[src/rtl/sdspi_pkg.sv]
package sdspi_pkg;

    typedef enum logic [2:0] {
        ST_CMD,
        ST_ARG,
        ST_RESP,
        ST_DSTART,
        ST_DREAD
    } sdspi_state_e;

    localparam logic [7:0] IDLE_BYTE    = 8'hFF;
    localparam logic [7:0] DATA_TOKEN   = 8'hFE;
    localparam logic [7:0] ABORT_BYTE   = 8'h4D;
    localparam logic [7:0] REJECT_BYTE  = 8'h04;
    localparam logic [7:0] OCR_LEAD     = 8'h01;
    localparam logic [5:0] CMD_OCR      = 6'd58;
    localparam logic [5:0] CMD_STATUS   = 6'd13;

    // card-status bit positions
    localparam int CS_OUT_RANGE   = 31;
    localparam int CS_ADDR_ERR    = 30;
    localparam int CS_ESEQ_ERR    = 28;
    localparam int CS_EPARAM      = 27;
    localparam int CS_WP_VIOL     = 26;
    localparam int CS_LOCKED      = 25;
    localparam int CS_LOCK_FAIL   = 24;
    localparam int CS_CRC_ERR     = 23;
    localparam int CS_ILLEGAL     = 22;
    localparam int CS_ECC_FAIL    = 21;
    localparam int CS_CC_ERR      = 20;
    localparam int CS_GEN_ERR     = 19;
    localparam int CS_CSD_OVWR    = 16;
    localparam int CS_WP_SKIP     = 15;
    localparam int CS_ERST        = 13;
    localparam int CS_STATE_LSB   = 9;
    localparam int CS_STATE_W     = 4;

endpackage

[src/rtl/sdspi_status_map.sv]
module sdspi_status_map
    import sdspi_pkg::*;
(
    input  logic [31:0] card_status,
    output logic [15:0] spi_status
);
    logic [CS_STATE_W-1:0] cur_phase;
    logic [7:0]            low_b;

    assign cur_phase = card_status[CS_STATE_LSB +: CS_STATE_W];

    always_comb begin
        low_b[0] = card_status[CS_LOCKED];
        low_b[1] = card_status[CS_LOCK_FAIL] | card_status[CS_WP_SKIP];
        low_b[2] = card_status[CS_GEN_ERR];
        low_b[3] = card_status[CS_CC_ERR];
        low_b[4] = card_status[CS_ECC_FAIL];
        low_b[5] = card_status[CS_WP_VIOL];
        low_b[6] = card_status[CS_EPARAM];
        low_b[7] = card_status[CS_OUT_RANGE] | card_status[CS_CSD_OVWR];
    end

    always_comb begin
        spi_status       = '0;
        spi_status[7:0]  = low_b;
        spi_status[8]    = (cur_phase < CS_STATE_W'(4));
        spi_status[9]    = card_status[CS_ERST];
        spi_status[10]   = card_status[CS_ILLEGAL];
        spi_status[11]   = card_status[CS_CRC_ERR];
        spi_status[12]   = card_status[CS_ESEQ_ERR];
        spi_status[13]   = card_status[CS_ADDR_ERR];
        spi_status[14]   = |low_b;
    end

endmodule

[src/rtl/sdspi_resp_builder.sv]
module sdspi_resp_builder
    import sdspi_pkg::*;
#(
    parameter int RESP_MAX = 5,
    parameter int RLEN_W   = 5,
    localparam int RCNT_W  = $clog2(RESP_MAX + 1)
) (
    input  logic [5:0]                cmd_idx,
    input  logic [RLEN_W-1:0]         rsp_len,
    input  logic [31:0]               rsp_word,
    output logic [RESP_MAX-1:0][7:0]  rsp_bytes,
    output logic [RCNT_W-1:0]         rsp_cnt
);
    // RESP_MAX must be at least 5 to hold the OCR frame
    logic [15:0] spi_status;

    sdspi_status_map u_map (
        .card_status (rsp_word),
        .spi_status  (spi_status)
    );

    always_comb begin
        rsp_bytes    = '0;
        rsp_bytes[0] = REJECT_BYTE;
        rsp_cnt      = RCNT_W'(1);
        if (rsp_len == '0) begin
            rsp_bytes[0] = REJECT_BYTE;
        end else if (cmd_idx == CMD_OCR) begin
            rsp_cnt      = RCNT_W'(5);
            rsp_bytes[0] = OCR_LEAD;
            for (int k = 1; k < 5; k++) begin
                rsp_bytes[k] = rsp_word[8*(4-k) +: 8];
            end
        end else if (rsp_len == RLEN_W'(4)) begin
            rsp_cnt      = (cmd_idx == CMD_STATUS) ? RCNT_W'(2) : RCNT_W'(1);
            rsp_bytes[0] = spi_status[15:8];
            rsp_bytes[1] = spi_status[7:0];
        end
    end

endmodule

[src/rtl/sd_spi_byte_responder.sv]
module sd_spi_byte_responder
    import sdspi_pkg::*;
#(
    parameter int ARG_BYTES = 4,
    parameter int RESP_MAX  = 5,
    parameter int RLEN_W    = 5,
    localparam int ARG_W    = 8 * ARG_BYTES,
    localparam int ACNT_W   = $clog2(ARG_BYTES + 1),
    localparam int RCNT_W   = $clog2(RESP_MAX + 1)
) (
    input  logic              clk,
    input  logic              rst_n,
    input  logic              byte_valid,
    input  logic [7:0]        mosi_byte,
    output logic [7:0]        miso_byte,
    output logic              eng_req,
    output logic [5:0]        eng_cmd,
    output logic [ARG_W-1:0]  eng_arg,
    input  logic [RLEN_W-1:0] eng_rsp_len,
    input  logic [31:0]       eng_rsp_word,
    input  logic              eng_data_avail,
    output logic              eng_rd_pop,
    input  logic [7:0]        eng_rd_data,
    input  logic              eng_rd_last
);
    localparam logic [ACNT_W-1:0] ARG_FULL = ACNT_W'(ARG_BYTES);

    sdspi_state_e             state_q, state_d;
    logic [5:0]               cmd_q;
    logic [ARG_W-1:0]         arg_q;
    logic [ACNT_W-1:0]        arg_cnt_q;
    logic [RESP_MAX-1:0][7:0] resp_q;
    logic [RCNT_W-1:0]        resp_cnt_q;
    logic [RCNT_W-1:0]        resp_pos_q;
    logic                     gap_q;

    logic [RESP_MAX-1:0][7:0] bld_bytes;
    logic [RCNT_W-1:0]        bld_cnt;
    logic                     abort_hit;
    logic                     resp_done;

    assign eng_cmd   = cmd_q;
    assign eng_arg   = arg_q;
    assign abort_hit = (state_q == ST_DREAD) && (mosi_byte == ABORT_BYTE);
    assign resp_done = (resp_pos_q >= resp_cnt_q);

    sdspi_resp_builder #(
        .RESP_MAX (RESP_MAX),
        .RLEN_W   (RLEN_W)
    ) u_build (
        .cmd_idx   (cmd_q),
        .rsp_len   (eng_rsp_len),
        .rsp_word  (eng_rsp_word),
        .rsp_bytes (bld_bytes),
        .rsp_cnt   (bld_cnt)
    );

    // state register
    always_ff @(posedge clk) begin
        if (!rst_n) state_q <= ST_CMD;
        else        state_q <= state_d;
    end

    // next state and outputs
    always_comb begin
        state_d    = state_q;
        miso_byte  = IDLE_BYTE;
        eng_req    = 1'b0;
        eng_rd_pop = 1'b0;
        if (byte_valid) begin
            unique case (state_q)
                ST_CMD: begin
                    if (mosi_byte != IDLE_BYTE) state_d = ST_ARG;
                end
                ST_ARG: begin
                    if (arg_cnt_q == ARG_FULL) begin
                        eng_req = 1'b1;
                        state_d = ST_RESP;
                    end
                end
                ST_RESP: begin
                    if (!gap_q) begin
                        if (resp_done)
                            state_d = eng_data_avail ? ST_DSTART : ST_CMD;
                        else
                            miso_byte = resp_q[resp_pos_q];
                    end
                end
                ST_DSTART: begin
                    miso_byte = DATA_TOKEN;
                    state_d   = ST_DREAD;
                end
                ST_DREAD: begin
                    if (abort_hit) begin
                        state_d = ST_ARG;
                    end else begin
                        miso_byte  = eng_rd_data;
                        eng_rd_pop = 1'b1;
                        if (eng_rd_last) state_d = ST_CMD;
                    end
                end
                default: state_d = ST_CMD;
            endcase
        end
    end

    // framing and response registers
    always_ff @(posedge clk) begin
        if (!rst_n) begin
            cmd_q      <= '0;
            arg_q      <= '0;
            arg_cnt_q  <= '0;
            resp_q     <= '0;
            resp_cnt_q <= '0;
            resp_pos_q <= '0;
            gap_q      <= 1'b0;
        end else if (byte_valid) begin
            unique case (state_q)
                ST_CMD: begin
                    if (mosi_byte != IDLE_BYTE) begin
                        cmd_q     <= mosi_byte[5:0];
                        arg_cnt_q <= '0;
                    end
                end
                ST_ARG: begin
                    if (arg_cnt_q == ARG_FULL) begin
                        resp_q     <= bld_bytes;
                        resp_cnt_q <= bld_cnt;
                        resp_pos_q <= '0;
                    end else begin
                        arg_q     <= {arg_q[ARG_W-9:0], mosi_byte};
                        arg_cnt_q <= arg_cnt_q + 1'b1;
                    end
                end
                ST_RESP: begin
                    if (gap_q)           gap_q      <= 1'b0;
                    else if (!resp_done) resp_pos_q <= resp_pos_q + 1'b1;
                end
                ST_DREAD: begin
                    if (abort_hit) begin
                        cmd_q     <= mosi_byte[5:0];
                        arg_cnt_q <= '0;
                        gap_q     <= 1'b1;
                    end
                end
                default: ;
            endcase
        end
    end


    null_idle_chk: assert property (@(posedge clk) disable iff (!rst_n)
        (byte_valid && state_q == ST_CMD && mosi_byte == IDLE_BYTE) |=> (state_q == ST_CMD));


    exec_enter_resp_chk: assert property (@(posedge clk) disable iff (!rst_n)
        eng_req |=> (state_q == ST_RESP && resp_pos_q == '0));


    ocr_len_chk: assert property (@(posedge clk) disable iff (!rst_n)
        (eng_req && eng_cmd == CMD_OCR && eng_rsp_len != '0) |=> (resp_cnt_q == RCNT_W'(5)));


    token_then_read_chk: assert property (@(posedge clk) disable iff (!rst_n)
        (byte_valid && state_q == ST_DSTART) |=> (state_q == ST_DREAD));


    abort_gap_chk: assert property (@(posedge clk) disable iff (!rst_n)
        (byte_valid && abort_hit) |=> (state_q == ST_ARG && gap_q && cmd_q == CMD_STATUS));


    resp_pos_bound_chk: assert property (@(posedge clk) disable iff (!rst_n)
        (resp_pos_q <= resp_cnt_q));

endmodule

[config.mk]
export PLATFORM = sky130hd
export DESIGN_NAME = sd_spi_byte_responder
export DESIGN_NICKNAME = d
export VERILOG_FILES = /design/src/rtl/sdspi_pkg.sv /design/src/rtl/sdspi_status_map.sv /design/src/rtl/sdspi_resp_builder.sv /design/src/rtl/sd_spi_byte_responder.sv
export SDC_FILE = /design/constraint.sdc
export NUM_CORES = 1
export LEC_CHECK = 0
export ABC_AREA = 1
export BUFFER_PORTS_ARGS = -buffer_cell sky130_fd_sc_hd__buf_4
export CORE_MARGIN = 3
export CORE_UTILIZATION = 25
export DETAILED_ROUTE_END_ITERATION = 10
export HOLD_SLACK_MARGIN = 0.05
export PLACE_DENSITY = 0.42
export SKIP_CTS_REPAIR_TIMING = 1
export SYNTH_ARGS = -nofsm -noshare
export SYNTH_HDL_FRONTEND = slang
export SYNTH_SLANG_ARGS = --single-unit
[constraint.sdc]
create_clock -name clk -period 2.7 [get_ports clk]
set_input_delay 0.135 -clock clk [delete_from_list [all_inputs] [get_ports clk]]
set_output_delay 0.135 -clock clk [all_outputs]
set_load 0.05 [all_outputs]
==> results of run 1 <==
-- cell usage in the layout (no fill, tap or decap), types with 2 or more instances in the layout --
| cell | count |
|---|---|
| a21oi_1 | 61 |
| a31oi_1 | 7 |
| buf_4 | 114 |
| bufinv_16 | 2 |
| clkbuf_16 | 9 |
| clkinv_1 | 2 |
| clkinv_4 | 2 |
| dfxtp_1 | 90 |
| dlygate4sd3_1 | 3 |
| ha_1 | 6 |
| inv_1 | 47 |
| inv_2 | 5 |
| nand2_1 | 187 |
| nand2_2 | 4 |
| nand2_4 | 2 |
| nand3_1 | 26 |
| nand3b_1 | 2 |
| nand4_1 | 7 |
| nor2_1 | 88 |
| nor2_2 | 4 |
| nor2_4 | 3 |
| nor3_1 | 2 |
| o211ai_1 | 3 |
| o21ai_0 | 56 |
| o21ai_1 | 2 |
| or2_2 | 2 |
| xnor2_1 | 2 |
-- area by class of cell --
type | instances | area share, %
well taps | 220 | 4.876
clock inverters | 5 | 1.529
repair buffers | 117 | 15.69
inverters | 54 | 3.590
flip-flops and latches | 90 | 31.91
multi-input cells | 468 | 38.10
clock buffers | 11 | 4.300
-- registers in the layout (all words and copies together), names as in the netlist --
register and cells:
gap_q 1, arg_cnt_q 3, resp_q 39, resp_pos_q 3, eng_arg 32, state_q 3
eng_cmd 6, resp_cnt_q 3
-- metal layers --
layer  track usage (%)  vias up  share of wire (%)
li1                  -     2266                  -
met2             22.32       71                 45
met4             5.599        0                1.4
met5                 0        -                  0
met3             2.463       12                3.5
met1             20.59     1898                 50
-- final timing paths --
check / from / endpoint / slack, ns / depth (start not counted)
min: eng_rsp_word[10] / resp_q[26] / 0.05 / 3
max reg2reg: arg_cnt_q[0] / resp_q[2] / 0.75 / 8
min reg2reg: resp_cnt_q[1] / resp_cnt_q[1] / 0.46 / 2
max: resp_pos_q[1] / miso_byte[0] / 0.31 / 10
-- worst max-delay path: cells and delay by family (launching register included) --
| family | cells | cell delay (ns) |
|---|---|---|
| AOI/OAI and AO/OA | 1 | 0.20 |
| adders and majority gates | 1 | 0.30 |
| buffers and inverters | 2 | 0.25 |
| DFF | 1 | 0.53 |
| and+or+nand+nor | 6 | 0.63 |
-- cell families (layout without fill, tap and decap cells) --
logic type	after synthesis	in the layout	share of synthesized area, %
DFF	90	90	41.97
adders and majority gates	6	6	1.749
and+or+nand+nor	329	329	32.09
xor gates and xnor gates	2	2	0.4081
buffers and inverters	81	187	7.986
AOI/OAI and AO/OA	131	131	15.80
-- per-stage QoR --
stage          setup WS [ns]  power, mW  instances  utilization (%)
3_5_place_dp          0.5439      2.275        946            31.64
3_3_place_gp          0.5630      2.268        946            31.64
6_report              0.3058      3.630        965            33.80
4_1_cts               0.1528      3.674        962            33.61
2_1_floorplan         0.6026      2.000        639                -
5_1_grt             0.008794      3.817        965            33.80
-- report_power, final --
part | internal, mW | leakage [nW] | switching, mW
Clock | 0.844 | 0.160 | 0.546
Combinational | 0.257 | 1.51 | 0.531
Sequential | 1.39 | 0.729 | 0.0590
==> qor.txt, run 1 <==
Slowest cell on the critical path -> dfxtp_1
TNS Setup -> 0 ns
I/O pin count -> 106
Vias in the first global route -> 4091
Post-route ant nets -> 0
Clock-pin slew on the worst setup and hold paths -> 0.07 ns
Gr ovfl total -> 0
Max rail drop VDD -> 291.0 uV
Post-synth top area cell -> dfxtp_1
Initial Util -> 25.70%
RSZ-0062 raised after global routing -> false
Crit path top cell by count -> nand2_1
Crit path max fanout -> 11
Mean post-synth cell area -> 6.718 sq um
Syn_nets -> 703
Iter 0 DRT Violations -> 248
Leak -> 2.396 nW
Endpoints failing setup -> 0
Routed len/inst -> 13.95 microns
First-pass GRT wire length -> 21.51 mm
Yosys Warn Count -> 0
Crit share post-route -> 88.68%
Required @ worst endpoint -> 2.57 ns
Count leader, synth -> nand2_1
Critical Path Max Stage Delay -> 0.53 ns
Top cells by area, synth -> dfxtp_1, nand2_1, nor2_1
DRT Pass-1 Iters -> 5
# rows -> 47
Max-cap viol count -> 0
HPWL Detailed -> 10.30 mm
Post-synth EDFFs -> 0
Initial antenna violation count -> 0
H-tree depth -> 3
All-layer global routing usage -> 14.63%
Core footprint -> 0.01670 sq mm
# diodes -> 0
Synth Flop Type -> dfxtp_1
Fillers -> 1877
Critical path arrival -> 2.26 ns
Sink Count -> 90
Hold Crit Class -> input pin to flop
DR DRC count -> 0
Area Growth Syn to Fin -> 31.51%
Share of the synthesized area in the top cell type -> 41.97%
Die H -> 137.0 microns
Type of origin of the critical path -> flop
Slew Limit Fails -> 0
CP Capture Type -> output port
Pwr dens -> 642.9 mW/mm^2
Sequential cell area fraction in the yosys report -> 41.97%
TritonCTS buffer count -> 9
Max clock buf depth -> 2
Skew final -> 0.01281 ns
Critical path class -> flop to output port
CTS tree -> built
Routed WL -> 13.46 mm
Cell Area, Synth -> 0.004293 sq mm
GPL Wtd Cong -> 0.8392
Clk Latency, worst-skew pair -> 0.35 ns
Die area -> 0.01878 sq mm
Share of async-settable or async-resettable flops after synthesis -> 0%
Placed inst area -> 0.005284 sq mm
Nets -> 804
Die width -> 137.0 microns
Root buffer cell -> clkbuf_16
Synth cell types -> 31
Mapped Cells -> 639
Achievable frequency -> 0.4177 GHz
#FFs+latches synth -> 90
# port buffers -> 105
Max_slew headroom -> 43.48%
DR vias/cell -> 4.401
Finished Cell Area -> 0.005645 sq mm
Footprint of the multi-input gates -> 0.002151 sq mm
Status -> complete, no violations
Hold_ws -> 0.04595 ns
Flip-flop and latch area -> 0.001802 sq mm
Most frequent cells after synthesis -> nand2_1, dfxtp_1, nor2_1
Worst slew pin tran -> 0.8477 ns
Shortest period the worst path allows -> 2.394 ns
DR vias -> 4247
Proportion of layout cells with a drive suffix above 1 -> 20.40%
CP Cell Sequence -> ha_1, nand2_1, inv_1, nand2_1, nand2_1, nor2_2, nand2_1, o21ai_0, nand3_1, buf_4
Final hold vios -> 0
Largest net degree at the start of global routing -> 46
No activity file was read; power rests on OpenSTA's default activity.
==> run 2, diff against run 1 <==
- PLACE_DENSITY: 0.42 -> 0.41
- SYNTH_HIERARCHICAL: default -> 1
==> run 2 against run 1 <==
- area after synthesis grew 13%
- cell count grew 11%
- sequential cell count grew 1
- worst hold slack gained 0.025 ns
- core utilization shrank 1.9 points
- fmax shrank 0.51%
- design area grew 6.6%
- worst setup slack lost 0.012 ns
- first-iteration DRC count shrank 6.0%
- sequential share of layout area shrank 1.6 points
- critical path depth is the same
- die area grew 13%
==> qor.txt, run 2 <==
Achievable frequency -> 0.4155 GHz (was 0.4177 GHz)
HPWL Detailed -> 10.47 mm (was 10.30 mm)
Max_slew headroom -> 58.15% (was 43.48%)
Number of flip-flops in the largest register -> 40 (was 39)
Die area -> 0.02120 sq mm (was 0.01878 sq mm)
Initial antenna violation count -> 0 (unchanged)
Share of async-settable or async-resettable flops after synthesis -> 0% (unchanged)
Critical path class -> flop to output port (unchanged)
Crit path max fanout -> 13 (was 11)
Nets -> 868 (was 804)
CP Capture Type -> output port (unchanged)
# port buffers -> 105 (unchanged)
Max rail drop VDD -> 280.7 uV (was 291.0 uV)
First-pass GRT wire length -> 23.73 mm (was 21.51 mm)
Pwr dens -> 595.8 mW/mm^2 (was 642.9 mW/mm^2)
Iter 0 DRT Violations -> 233 (was 248)
Most flops, register -> resp_q (unchanged)
Combinational Power Share -> 24.3% (was 21.7%)
Routed len/inst -> 13.28 microns (was 13.95 microns)
Top cells by area, synth -> dfxtp_1, nor2_1, o21ai_0 (was dfxtp_1, nand2_1, nor2_1)
Type of origin of the critical path -> flop (unchanged)
Status -> complete, no violations (unchanged)
DR DRC count -> 0 (unchanged)
#FFs+latches synth -> 91 (was 90)
GPL Wtd Cong -> 0.7750 (was 0.8392)
H-tree depth -> 3 (unchanged)
Final Util -> 31.85% (was 33.80%)
Yosys Warn Count -> 6 (was 0)
Worst slew pin tran -> 0.6278 ns (was 0.8477 ns)
Count leader, synth -> nor2_1 (was nand2_1)
Die width -> 145.6 microns (was 137.0 microns)
Gr ovfl total -> 0 (unchanged)
TritonCTS buffer count -> 9 (unchanged)
All-layer global routing usage -> 13.57% (was 14.63%)
Crit share post-route -> 89.13% (was 88.68%)
Post-synth EDFFs -> 0 (unchanged)
Slew Limit Fails -> 0 (unchanged)
Met3 GRT Util -> 3.395% (was 2.463%)
# rows -> 50 (was 47)
Critical Path Max Stage Delay -> 0.59 ns (was 0.53 ns)
Final worst slack -> 0.2935 ns (was 0.3058 ns)
I/O pin count -> 106 (unchanged)
Die H -> 145.6 microns (was 137.0 microns)
Sw Ratio -> 34.69% (was 31.31%)
CTS tree -> built (unchanged)
GR Util met2 -> 22.60% (was 22.32%)
Max-cap viol count -> 0 (unchanged)
Seq pwr share -> 41.0% (was 40.0%)
Skew final -> 0.008681 ns (was 0.01281 ns)
Initial Util -> 25.78% (was 25.70%)
Mapped Cells -> 725 (was 639)
Synth cell types -> 33 (was 31)
Endpoints failing setup -> 0 (unchanged)
Internal -> 2.342 mW (was 2.493 mW)
Most common cell after layout, fill and taps aside -> nor2_1 (was nand2_1)
CP Cell Sequence -> ha_1, nand2_1, inv_1, nand2_1, nand2_1, nor2_2, nand3_1, nand2_1, nand3_1, buf_4 (was ha_1, nand2_1, inv_1, nand2_1, nand2_1, nor2_2, nand2_1, o21ai_0, nand3_1, buf_4)
Syn_nets -> 789 (was 703)
Hold Crit Class -> input pin to flop (unchanged)
Leak -> 2.626 nW (was 2.396 nW)
Clock Power Share -> 34.7% (was 38.3%)
Crit path top cell by count -> nand2_1 (unchanged)
Cell Area, Synth -> 0.004871 sq mm (was 0.004293 sq mm)
Routed WL -> 14.20 mm (was 13.46 mm)
Max clock buf depth -> 2 (unchanged)
Mean post-synth cell area -> 6.719 sq um (was 6.718 sq um)
DR vias/cell -> 4.392 (was 4.401)
Psw -> 1.244 mW (was 1.137 mW)
Post-route ant nets -> 0 (unchanged)
Largest net degree at the start of global routing -> 64 (was 46)
# diodes -> 0 (unchanged)
Share of the synthesized area in the top cell type -> 37.40% (was 41.97%)
Clk Latency, worst-skew pair -> 0.35 ns (about the same)
TNS Setup -> 0 ns (unchanged)
Shortest period the worst path allows -> 2.406 ns (was 2.394 ns)
Critical path arrival -> 2.27 ns (was 2.26 ns)
Sink Count -> 91 (was 90)
Slowest cell on the critical path -> dfxtp_1 (unchanged)
RSZ-0062 raised after global routing -> false (unchanged)
Post-synth top area cell -> dfxtp_1 (unchanged)
Worst path buffer plus inverter count -> 2 (unchanged)
Clock-pin slew on the worst setup and hold paths -> 0.07 ns (about the same)
Synth Flop Type -> dfxtp_1 (unchanged)
Final hold vios -> 0 (unchanged)
Commonest non-fill, non-tap cells in the layout -> nor2_1, buf_4, nand2_1, dfxtp_1, o21ai_0 (was nand2_1, buf_4, dfxtp_1)
Crit-path leading delay family -> simple AND/OR/NAND/NOR gates (unchanged)
GRT met1 Usage -> 17.66% (was 20.59%)
Most frequent cells after synthesis -> nor2_1, dfxtp_1, nand2_1 (was nand2_1, dfxtp_1, nor2_1)
DR vias -> 4695 (was 4247)
Sequential cell area fraction in the yosys report -> 37.40% (was 41.97%)
Layer with the highest usage -> met2 (unchanged)
DRT Pass-1 Iters -> 4 (was 5)
Vias in the first global route -> 4682 (was 4091)
Area Growth Syn to Fin -> 23.56% (was 31.51%)
Required @ worst endpoint -> 2.57 ns (about the same)
Pre-CTS worst setup slack -> 0.5020 ns (was 0.5439 ns)
Proportion of layout cells with a drive suffix above 1 -> 23.61% (was 20.40%)
Core footprint -> 0.01889 sq mm (was 0.01670 sq mm)
Root buffer cell -> clkbuf_16 (unchanged)
-- run 2: cell count changes in the layout (fill, tap and decap cells not counted), moves of 4 or more --
cell	before	now
o21ai_1	2	31
nand3_2	0	4
inv_1	47	51
nor2_2	4	26
a21oi_1	61	22
nand2_1	187	91
inv_2	5	9
a31oi_1	7	0
nor2_1	88	199
nand3_1	26	39
o22ai_1	0	7
o21ai_0	56	69
nand2_2	4	11
-- run 2: worst paths after layout --
path | endpoint | slack, ns | cells after the start | from
worst max-delay path | miso_byte[0] | 0.29 | 10 | resp_pos_q[1]
worst max register to register | arg_cnt_q[0] | 0.78 | 7 | state_q[2]
worst min register to register | resp_cnt_q[1] | 0.47 | 2 | resp_cnt_q[1]
worst min-delay path | eng_arg[6] | 0.07 | 3 | mosi_byte[6]
-- run 2: final cells by class --
class	count	area (sq um)
multi-input cells	527	2491
clock buffers	9	225.2
fillers	2117	12870
clock inverters	7	70.07
well taps	260	325.3
inverters	61	229.0
repair buffers	114	855.8
flip-flops and latches	91	1822
-- run 2: through the flow --
| step | total power, mW | std cells | hold WS, ns | cell area (sq um) |
|---|---|---|---|---|
| 2_1_floorplan | 2.108 | 725 | 0.2830 | 4871 |
| 3_3_place_gp | 2.369 | 1053 | 0.4230 | 5720 |
| 3_5_place_dp | 2.379 | 1053 | 0.4361 | 5720 |
| 4_1_cts | 3.646 | 1069 | 0.06357 | 6016 |
| 5_1_grt | 3.776 | 1069 | 0.08485 | 6018 |
| 6_report | 3.585 | 1069 | 0.07124 | 6018 |
-- run 2: power by group through the flow --
| stage | Sequential (mW) | Clock, mW | Combinational (mW) |
|---|---|---|---|
| after floorplan | 1.66 | 0 | 0.448 |
| after global placement | 1.50 | 0 | 0.870 |
| after detailed placement | 1.50 | 0 | 0.877 |
| after CTS | 1.47 | 1.30 | 0.879 |
| after global routing | 1.48 | 1.34 | 0.960 |
| final | 1.47 | 1.25 | 0.870 |
-- run 2: routing by layer --
metal  wire [microns]  vias up
met1             6884     2157
met3              597        5
met5                0        -
met4               86        0
met2             6630       94
li1                 -     2439
-- run 2: tightest hold or removal path, cell delays in order --
cell and delay, ns:
buf_4 0.09, o21ai_1 0.07, nor2_1 0.08
-- run 2: cell families (layout without fill, tap and decap cells) --
logic type,count (synthesis),in the layout,share of synthesized area [%]
and+or+nand+nor,389,389,35.68
AOI/OAI and AO/OA,129,129,13.43
buffers and inverters,107,191,11.51
DFF,91,91,37.40
adders and majority gates,6,6,1.541
xor gates and xnor gates,2,2,0.3597
other,1,1,0.07699
